--- config.mk ---
export PLATFORM = sky130hd
export DESIGN_NAME = farend_code_tx
export DESIGN_NICKNAME = d
export VERILOG_FILES = /design/src/rtl/farend_code_tx.sv
export SDC_FILE = /design/constraint.sdc
export NUM_CORES = 1
export LEC_CHECK = 0
export ABC_AREA = 1
export ABC_CLOCK_PERIOD_IN_PS = 1400
export BUFFER_PORTS_ARGS = -buffer_cell sky130_fd_sc_hd__buf_2
export CORE_ASPECT_RATIO = 1.4
export CORE_MARGIN = 2
export CORE_UTILIZATION = 45
export CTS_BUF_LIST = sky130_fd_sc_hd__clkbuf_8
export DETAILED_ROUTE_END_ITERATION = 6
export PLACE_DENSITY = 0.69
export SLEW_MARGIN = 20
export SYNTH_ARGS = -nofsm -noshare
export SYNTH_HDL_FRONTEND = slang
export SYNTH_SLANG_ARGS = --single-unit
--- constraint.sdc ---
create_clock -name clk -period 1.4 [get_ports clk]
set_clock_uncertainty 0.1 [all_clocks]
set_input_delay 0.07 -clock clk [delete_from_list [all_inputs] [get_ports clk]]
set_output_delay 0.07 -clock clk [all_outputs]
set_load 0.02 [all_outputs]
--- src/rtl/farend_code_tx.sv ---
module farend_code_tx #(
  parameter int REPS = 10
) (
  input  logic       clk,
  input  logic       rst_n,
  input  logic       bus_wr,
  input  logic       bus_rd,
  input  logic [1:0] bus_addr,
  input  logic [7:0] bus_wdata,
  output logic [7:0] bus_rdata,
  input  logic       slot_stb,
  output logic       tx_bit,
  output logic       irq
);
  localparam int CODE_W = 16;
  localparam int IDX_W  = $clog2(CODE_W);
  localparam int REP_W  = $clog2(REPS + 1);

  logic [CODE_W-1:0] code_q, shreg;
  logic [IDX_W-1:0]  idx;
  logic [REP_W-1:0]  rep;
  logic              busy, en, ien, ists;

  wire wr_ctrl  = bus_wr && bus_addr == 2'd0;
  wire rd_ctrl  = bus_rd && bus_addr == 2'd0;
  wire start    = wr_ctrl && bus_wdata[1] && bus_wdata[2] && !busy;
  wire abort    = wr_ctrl && !bus_wdata[2] && busy;
  wire step     = busy && slot_stb && !abort;
  wire last_bit = idx == IDX_W'(CODE_W - 1);
  wire last_rep = rep == REP_W'(REPS - 1);
  wire done     = step && last_bit && last_rep;

  assign tx_bit = busy ? shreg[CODE_W-1] : 1'b1;
  assign irq    = ists && ien;

  always_comb begin
    case (bus_addr)
      2'd0:    bus_rdata = {3'b000, ien, ists, en, 1'b0, busy};
      2'd1:    bus_rdata = code_q[7:0];
      2'd2:    bus_rdata = code_q[15:8];
      default: bus_rdata = 8'h00;
    endcase
  end

  always_ff @(posedge clk) begin
    if (!rst_n) begin
      code_q <= '0;
      shreg  <= '0;
      idx    <= '0;
      rep    <= '0;
      busy   <= 1'b0;
      en     <= 1'b0;
      ien    <= 1'b0;
      ists   <= 1'b0;
    end else begin
      if (bus_wr && bus_addr == 2'd1) code_q[7:0]  <= bus_wdata;
      if (bus_wr && bus_addr == 2'd2) code_q[15:8] <= bus_wdata;
      if (wr_ctrl) begin
        en  <= bus_wdata[2];
        ien <= bus_wdata[4];
      end
      if (abort)      busy <= 1'b0;
      else if (start) busy <= 1'b1;
      else if (done)  busy <= 1'b0;
      if (start) begin
        shreg <= code_q;
        idx   <= '0;
        rep   <= '0;
      end else if (step) begin
        shreg <= {shreg[CODE_W-2:0], shreg[CODE_W-1]};
        idx   <= idx + 1'b1;
        if (last_bit) rep <= rep + 1'b1;
      end
      if (done)         ists <= 1'b1;
      else if (rd_ctrl) ists <= 1'b0;
    end
  end

  p_start_r3: assert property (@(posedge clk) disable iff (!rst_n)
    start |=> busy && idx == '0 && rep == '0);
  p_noen_r3: assert property (@(posedge clk) disable iff (!rst_n)
    (wr_ctrl && !bus_wdata[2] && !busy) |=> !busy);
  p_done_r6: assert property (@(posedge clk) disable iff (!rst_n)
    done |=> !busy && ists);
  p_busy_fall_r5: assert property (@(posedge clk) disable iff (!rst_n)
    $fell(busy) |-> $past(slot_stb) || $past(wr_ctrl));
  p_rdclr_r7: assert property (@(posedge clk) disable iff (!rst_n)
    (rd_ctrl && !done) |=> !ists && !irq);
  p_go_busy_r9: assert property (@(posedge clk) disable iff (!rst_n)
    (busy && wr_ctrl && bus_wdata[2] && !slot_stb) |=> busy && $stable(idx) && $stable(rep));
  p_frozen_r10: assert property (@(posedge clk) disable iff (!rst_n)
    (busy && !slot_stb && !wr_ctrl) |=> $stable(shreg));
  p_abort_r11: assert property (@(posedge clk) disable iff (!rst_n)
    (abort && !ists) |=> !busy && !ists && tx_bit);
endmodule

==> results of run 1 <==
-- per-stage QoR --
step | utilization (%) | cells | setup TNS, ns | setup WS [ns]
6_report | 59.2 | 404 | 0 | 0.0235
5_1_grt | 59.2 | 404 | -0.127 | -0.0468
4_1_cts | 56.0 | 399 | 0 | 0.0281
3_5_place_dp | 51.8 | 384 | -0.701 | -0.0768
3_3_place_gp | 51.8 | 384 | -0.0738 | -0.0450
2_1_floorplan | - | 297 | 0 | 0.0459
-- final cells by class --
type / count / area [um2]
repair buffers: 48 / 395
fillers: 421 / 1850
well taps: 62 / 77.6
clock inverters: 3 / 38.8
flip-flops and latches: 44 / 882
clock buffers: 5 / 68.8
multi-input cells: 206 / 1090
inverters: 36 / 135
-- flip-flops by register name (all words and copies together) (netlist names) --
register	count
ien	1
idx	4
busy	1
shreg	16
rep	4
ists	1
code_q	16
en	1
-- final timing paths --
kind	from	endpoint	slack, ns	depth (start not counted)
worst min-delay path	bus_wdata[1]	code_q[1]	0.01	3
worst max register to register	busy	shreg[15]	0.02	6
worst min register to register	en	en	0.36	2
worst max-delay path	busy	shreg[15]	0.02	6
-- logic make-up (layout without fill, tap and decap cells) --
family,count (synthesis),in the layout,share of synthesized area (%)
flops,44,44,41.6
simple gates,131,132,28.4
fa+ha+maj,3,3,1.77
buf+inv,48,92,10.0
xor+xnor,2,2,0.827
compound gates,69,69,17.4
-- per-layer routing --
layer  vias up  GRT usage (%)  share of wire, %
li1       1050              -                 -
met1       929           22.1                41
met2        30           34.1                52
met3        13           4.57               2.9
met4         0           7.74               3.4
met5         -              0                 0
-- layout by cell type (no fill, tap or decap), drive strengths merged --
cell	netlist	routed
o21ai	33	33
or2	1	1
nand3	9	9
nor3	1	1
o22ai	4	4
buf	10	38
a221oi	1	1
nand3b	1	1
bufinv	0	1
nand4	4	4
ha	3	3
clkbuf	2	8
xor2	2	2
inv	36	37
clkinv	0	1
a21oi	27	27
dlygate4sd3	0	7
o221ai	4	4
nand2	59	60
dfxtp	44	44
nor2	56	56
-- power by group through the flow --
stage	logic [mW]	registers [mW]	clock network, mW
floorplan	0.161	1.33	0
global placement	0.236	1.34	0
detailed placement	0.240	1.34	0
CTS	0.257	1.31	0.968
global route	0.304	1.31	1.03
finish	0.273	1.31	0.952
-- worst min-delay path, cell delays in order --
cell and delay (ns):
buf_2 0.11, o21ai_0 0.09, a21oi_1 0.10
-- repair_timing --
action / in CTS / in global routing
pin swaps: 0 / 3
resized for setup: 3 / 8
hold endpoints to repair: 12 / 0
hold buffers: 7 / 0
setup endpoints to repair: 17 / 21
gates cloned: 0 / 4
buffers inserted: 0 / 1
==> flow_summary.toml, run 1 <==
[clock_network]
cts_buffers = 5
insertion_delay_ns = 0.30
clock_sinks = 44
path_clk_slew_ns = 0.08
clk_path_buf_depth = 2
root_buffer = "clkbuf_8"
cts_max_level = 2
cts_tree = "yes"

[floorplan]
die_h_um = 85.2
initial_core_util_pct = 46.7
fp-row-count = 29
core-area_mm2 = 0.00454
ios = 25
die_w_um = 62
die-area_mm2 = 0.00528

[setup_path]
critPathLaunchType = "flop"
path_cells = "buf_4, nand3_4, nand2_8, nand2_8, o21ai_1, nor2_1"
crit_family = "simple AND/OR/NAND/NOR gates"
critical_path_class = "flop to flop"
endpoint_kind = "flop"
slowest_delay_ns = 0.38
required_ns = 1.49
crit_fanout = 15
cp_num_buf_inv = 1
cp_common_cell = "nand2_8"
cp_slowest_cell = "dfxtp_2"
arrival_ns = 1.47

[pwr]
clock_power_share_pct = 37.6
peakVddDrop_v = 0.000623
p_sw_uw = 615
p_comb_share_pct = 10.8
seqPwrFrac_pct = 51.6
swShare_pct = 24.3
p_int_mw = 1.92
power.density_mw_per_mm2 = 943
power_mw = 2.53
p_leak_nw = 1.13

[detailed_routing]
drc = 0
drt_iter0_markers = 184
wl_per_cell_um = 12.8
finalWirelength_mm = 5.16
via_count = 2022
ant_nets = 0
first_pass_iters = 4
detail_route.vias_per_cell = 5.00

[logic_synthesis]
syn_avg_cell_area_um2 = 7.14
ys_ff_latch = 44
synthTopCellsByCount = "53 x nor2_1, 52 x nand2_1, 44 x dfxtp_1, 35 x inv_1, 27 x a21oi_1"
synth-seq-area-share_pct = 41.6
synth_most_common_cell = "nor2_1"
yosys.area.top_type = "dfxtp_1"
synth_cells = 297
synthTopCellsByArea = "dfxtp_1 42%, nor2_1 9.4%, nand2_1 9.2%"
syn_area_mm2 = 0.00212
synth_top_area_share_pct = 41.6
yosys_warnings = 0
syn_nets = 315
async_flop_share_pct = 0
synth_cell_type_count = 30
synth_flop_cell = "dfxtp_1"
synth_edf_count = 0

[placement]
dp_hpwl_mm = 3.34
io_buffers = 24
placed_area_mm2 = 0.00235
globalplace.congestion = 0.848

[hold_path]
hold_class = "input pin to flop"

[timing]
max_slew_margin_pct = 80.8
period_needed_ns = 1.38
setup_viol_count_final = 0
tightestPinTransition_ns = 0.288
clock.fmax_mhz = 726
min_period_over_period_pct = 98.3
hold_slack_ns = 0.0131
hold_viol_final = 0
slew_violations = 0

[cells_and_area]
area_delta_synth_final_pct = 26.6
fin_nets = 359
n_antenna_cell = 0
drive_above_1_share_pct = 20.2
post-route-cell-area_mm2 = 0.00268

[global_routing]
antenna_found_initial = 0
track_usage_pct = 19.7
overflow = 0
grt_pass1_wl_mm = 7.77
grt_start_max_net_pins = 34
first_global_vias = 1753

[outcome]
status = "finished clean"

[job]
maxCapViolations = 0
No activity file was read; power rests on OpenSTA's default activity.
==> run 2: changes to the inputs <==
--- a/config.mk
+++ b/config.mk
@@ -11,8 +11,8 @@
 export CORE_ASPECT_RATIO = 1.4
 export CORE_MARGIN = 2
-export CORE_UTILIZATION = 45
+export CORE_UTILIZATION = 46
 export CTS_BUF_LIST = sky130_fd_sc_hd__clkbuf_8
 export DETAILED_ROUTE_END_ITERATION = 6
-export PLACE_DENSITY = 0.69
+export PLACE_DENSITY = 0.7
 export SLEW_MARGIN = 20
 export SYNTH_ARGS = -nofsm -noshare
==> constraint.sdc (replaced) <==
create_clock -name clk -period 1.4 [get_ports clk]
set_clock_uncertainty 0.1 [all_clocks]
set_input_delay 0.14 -clock clk [delete_from_list [all_inputs] [get_ports clk]]
set_output_delay 0.14 -clock clk [all_outputs]
set_load 0.02 [all_outputs]
==> run 2 against run 1 <==
Effect of this change:
- wire length hardly changed
- sequential share of layout area down 0.12 points
- critical path depth is 1 higher
- global-route usage up 0.15 points
- first-iteration DRC count rose by 8.7%
- clock-buffer cell count unchanged
- setup slack better by 0.012 ns
- non-clock buffer count fell by 1
- critical endpoint is now shreg[0]
==> flow_summary.toml, run 2 (same netlist as run 1, synthesis figures left out) <==
[outcome]
status = "finished clean"

[floorplan]
initial_core_util_pct = 47.1
fp-row-count = 29
ios = 25
die-area_mm2 = 0.00517
die_w_um = 61.4
die_h_um = 84.3
core-area_mm2 = 0.00450

[global_routing]
overflow = 0
first_global_vias = 1821
grt_start_max_net_pins = 34
grtUsageMet1_pct = 22.6
grt_pass1_wl_mm = 7.73
grt_use_met3_pct = 5.39
track_usage_pct = 19.8
busiest_layer = "met2"
met2_usage_pct = 33.9
antenna_found_initial = 0

[timing]
min_period_over_period_pct = 97.5
setup_viol_count_final = 0
period_needed_ns = 1.36
max_slew_margin_pct = 72.3
tightestPinTransition_ns = 0.414
slew_violations = 0
setup_tns_ns = 0
hold_viol_final = 0
clock.fmax_mhz = 733
rsz0062_at_grt = "yes"

[setup_path]
critPathLaunchType = "flop"
cp_slowest_cell = "dfxtp_4"
cp_num_buf_inv = 2
crit_family = "simple AND/OR/NAND/NOR gates"
critical_path_class = "flop to flop"
endpoint_kind = "flop"
crit_fanout = 16
required_ns = 1.53
slowest_delay_ns = 0.37
worstSetupStartpoint = "busy"
path_cells = "nor2_4, nand4_4, buf_12, clkbuf_16, nand2_1, nand3_1, a21oi_1"
r2r-start = "busy"
arrival_ns = 1.50

[detailed_routing]
drt_iter0_markers = 200
drc = 0
wl_per_cell_um = 12.8
first_pass_iters = 4
via_count = 2004
finalWirelength_mm = 5.16
detail_route.vias_per_cell = 4.97
ant_nets = 0

[hold_path]
hold_class = "input pin to flop"
hold_path_startpoint = "bus_wdata[5]"

[cells_and_area]
top_regs = "code_q x16, shreg x16"
n_antenna_cell = 0
final_cell_count_no_fill = 403
area_delta_synth_final_pct = 27.8
fin_nets = 358
post-route-cell-area_mm2 = 0.00271
drive_above_1_share_pct = 26.1
final_cell_mix = "46 x nor2_1, 46 x nand2_1, 41 x dfxtp_1, 33 x inv_1, 26 x a21oi_1"

[pwr]
swShare_pct = 24.7
peakVddDrop_v = 0.000670
seqPwrFrac_pct = 51.4
clock_power_share_pct = 37.8
p_int_mw = 1.91
p_sw_uw = 628
power.density_mw_per_mm2 = 938
p_comb_share_pct = 10.8
p_leak_nw = 1.13
power_mw = 2.54

[clock_network]
cts_tree = "yes"
root_buffer = "clkbuf_8"
clock_sinks = 44
cts_max_level = 2
cts_buffers = 5
clk_path_buf_depth = 2
insertion_delay_ns = 0.30
path_clk_slew_ns = 0.08

[placement]
dp.cells = 387
globalplace.congestion = 0.775
placed_area_mm2 = 0.00237
dp_hpwl_mm = 3.36
io_buffers = 24

[job]
maxCapViolations = 0
-- run 2: cell count changes in the layout (fill, tap and decap cells not counted), sizes merged --
cell         before  now
buf              38   43
dlygate4sd3       7    1
-- run 2: what timing repair did --
item	4_1_cts	5_1_grt
setup buffers	0	3
hold endpoints to repair	1	0
setup endpoints to repair	17	23
gates resized for setup	5	25
cloned	0	4
hold buffers	1	0
pin swaps	0	2
-- run 2: per-stage QoR --
| step | utilization [%] | hold WS (ns) | setup slack, ns |
|---|---|---|---|
| finish | 60.2 | 0.0293 | 0.0354 |
| global route | 60.2 | 0.0434 | -0.0510 |
| CTS | 55.8 | 0.0255 | 0.000615 |
| detailed placement | 52.7 | 0.317 | -0.0849 |
| global placement | 52.7 | 0.311 | -0.0349 |
| floorplan | - | 0.178 | 0.0459 |
-- run 2: path summary, 6_finish.rpt --
check / cells after the start / to / slack [ns]
worst min register to register: 2 / en / 0.37
worst max register to register: 7 / shreg[0] / 0.04
worst max-delay path: 7 / shreg[0] / 0.04
worst min-delay path: 3 / code_q[13] / 0.03
-- run 2: power groups by stage --
stage / sequential [mW] / clock (mW) / combinational (mW)
global placement: 1.34 / 0 / 0.241
global route: 1.31 / 1.03 / 0.304
CTS: 1.31 / 0.978 / 0.251
floorplan: 1.33 / 0 / 0.161
detailed placement: 1.34 / 0 / 0.244
finish: 1.31 / 0.961 / 0.274
-- run 2: cell type report --
| cell class | instances | area, um2 |
|---|---|---|
| clock inverter | 3 | 38.8 |
| tap | 62 | 77.6 |
| clock buffer | 5 | 68.8 |
| fill | 433 | 1790 |
| timing repair buffer | 47 | 390 |
| sequential | 44 | 887 |
| inverter | 36 | 135 |
| multi-input combinational | 206 | 1110 |
-- run 2: per-layer routing --
| metal | part of all wire (%) | vias up |
|---|---|---|
| met5 | 0 | - |
| met4 | 1.8 | 0 |
| met2 | 53 | 31 |
| li1 | - | 1042 |
| met1 | 41 | 924 |
| met3 | 3.7 | 7 |
-- run 2: worst reg2reg max path: stages (launching register included) --
cell and delay, ns:
dfxtp_4 0.37, nor2_4 0.14, nand4_4 0.09, buf_12 0.17
clkbuf_16 0.18, nand2_1 0.07, nand3_1 0.07, a21oi_1 0.12
==> run 3: changes to the inputs <==
--- a/config.mk
+++ b/config.mk
@@ -7,5 +7,5 @@
 export LEC_CHECK = 0
 export ABC_AREA = 1
-export ABC_CLOCK_PERIOD_IN_PS = 1400
+export ABC_CLOCK_PERIOD_IN_PS = 1620
 export BUFFER_PORTS_ARGS = -buffer_cell sky130_fd_sc_hd__buf_2
 export CORE_ASPECT_RATIO = 1.4
@@ -14,5 +14,6 @@
 export CTS_BUF_LIST = sky130_fd_sc_hd__clkbuf_8
 export DETAILED_ROUTE_END_ITERATION = 6
-export PLACE_DENSITY = 0.7
+export GPL_TIMING_DRIVEN = 0
+export PLACE_DENSITY = 0.67
 export SLEW_MARGIN = 20
 export SYNTH_ARGS = -nofsm -noshare
==> constraint.sdc (replaced) <==
create_clock -name clk -period 1.62 [get_ports clk]
set_clock_uncertainty 0.1 [all_clocks]
set_input_delay 0.162 -clock clk [delete_from_list [all_inputs] [get_ports clk]]
set_output_delay 0.162 -clock clk [all_outputs]
set_load 0.01 [all_outputs]
==> run 3 against run 2 <==
Effect of this change:
- core utilization decreased by 6.3 points
- critical endpoint is now shreg[1]
- sequential power decreased by 14%
- sequential share of layout area increased by 3.6 points
- largest cell class unchanged
- critical path type unchanged
- global-route usage increased by 0.70 points
==> flow_summary.toml, run 3 (same netlist as run 1, synthesis figures left out) <==
[outcome]
status = "finished clean"

[clock_network]
path_clk_slew_ns = 0.08
clock_sinks = 44
cts_buffers = 5
cts_tree = "yes"
insertion_delay_ns = 0.30
clk_path_buf_depth = 2
root_buffer = "clkbuf_8"
cts_max_level = 2
cts_hold_buf = 0
cts_setup_buffers = 0

[floorplan]
fp-row-count = 29
initial_core_util_pct = 47.1
core-area_mm2 = 0.00450
die-area_mm2 = 0.00517
ios = 25
die_h_um = 84.3
die_w_um = 61.4

[pwr]
peakVddDrop_v = 0.000515
p_leak_nw = 0.998
power.density_mw_per_mm2 = 891
power_mw = 2.16

[placement]
io_buffers = 23
placed_area_mm2 = 0.00231
dp_hpwl_mm = 3.69
globalplace.congestion = 0.814

[setup_path]
critical_path_class = "flop to flop"
required_ns = 1.71
crit_fanout = 10
arrival_ns = 1.57
endpoint_kind = "flop"
critPathLaunchType = "flop"

[cells_and_area]
drive_above_1_share_pct = 16.8
n_antenna_cell = 0
final_cell_mix = "52 x nor2_1, 52 x nand2_1, 43 x dfxtp_1, 36 x inv_1, 28 x buf_2"
post-route-cell-area_mm2 = 0.00242
top_regs = "code_q x16, shreg x16"
fin_nets = 345
area_delta_synth_final_pct = 14.3

[detailed_routing]
drt_iter0_markers = 129
detail_route.vias_per_cell = 4.91
wl_per_cell_um = 12.5
ant_nets = 0
via_count = 1913
drc = 0
finalWirelength_mm = 4.88
first_pass_iters = 4

[global_routing]
grt_pass1_wl_mm = 8.03
track_usage_pct = 20.5
first_global_vias = 1761
antenna_found_initial = 0
overflow = 0
grt_start_max_net_pins = 14

[timing]
max_slew_margin_pct = 72.2
tightestPinTransition_ns = 0.416
rsz0062_at_grt = "no"
clock.fmax_mhz = 676
period_needed_ns = 1.48
setup_tns_ns = 0
slew_violations = 0
min_period_over_period_pct = 91.3
hold_viol_final = 0
setup_viol_count_final = 0

[job]
maxCapViolations = 0

[hold_path]
hold_class = "input pin to flop"
-- run 3: stage by stage --
step / utilization, % / hold slack [ns] / instances / setup WS, ns
after global routing: 53.9 / 0.0587 / 390 / 0.000414
after global placement: 51.4 / 0.338 / 382 / 0.101
final: 53.9 / 0.0354 / 390 / 0.141
after floorplan: - / 0.200 / 297 / 0.266
after CTS: 53.8 / 0.0287 / 390 / 0.0706
after detailed placement: 51.4 / 0.347 / 382 / 0.0797
-- run 3: power by group --
part / total, mW / switching [mW] / internal (mW)
clock: 0.828 / 0.376 / 0.452
sequential: 1.13 / 0.0139 / 1.12
combinational: 0.201 / 0.132 / 0.0687
-- run 3: final timing paths --
check / start / endpoint / slack [ns] / cells past startpoint
worst max-delay path: busy / shreg[1] / 0.14 / 7
worst min-delay path: bus_rd / ists / 0.04 / 4
worst max register to register: busy / shreg[1] / 0.14 / 7
worst min register to register: rep[3] / rep[3] / 0.37 / 2
-- run 3: worst max-delay path: stages, from the launching register on --
cell     delay [ns]
dfxtp_2        0.36
nor2_1         0.22
nand4_4        0.18
nand2_4        0.15
buf_6          0.15
nand2_1        0.05
nor2_1         0.10
nor2_1         0.06
-- run 3: repair_timing --
item	in CTS	in global routing
endpoints found under the hold margin	0	0
gates resized for setup	0	2
endpoints found under the setup margin	0	11
-- run 3: final cells by class --
| type | count | area (um2) |
|---|---|---|
| Sequential cell | 44 | 882 |
| Timing Repair Buffer | 23 | 115 |
| Tap cell | 62 | 77.6 |
| Clock inverter | 3 | 38.8 |
| Buffer | 12 | 77.6 |
| Inverter | 36 | 135 |
| Fill cell | 466 | 2080 |
| Clock buffer | 5 | 68.8 |
| Multi-Input combinational cell | 205 | 1030 |
-- run 3: layer usage --
layer | global-route usage, % | share of wire, %
met3 | 4.62 | 2.7
met2 | 35.6 | 52
met5 | 0 | 0
met1 | 23.8 | 43
met4 | 7.16 | 2.0
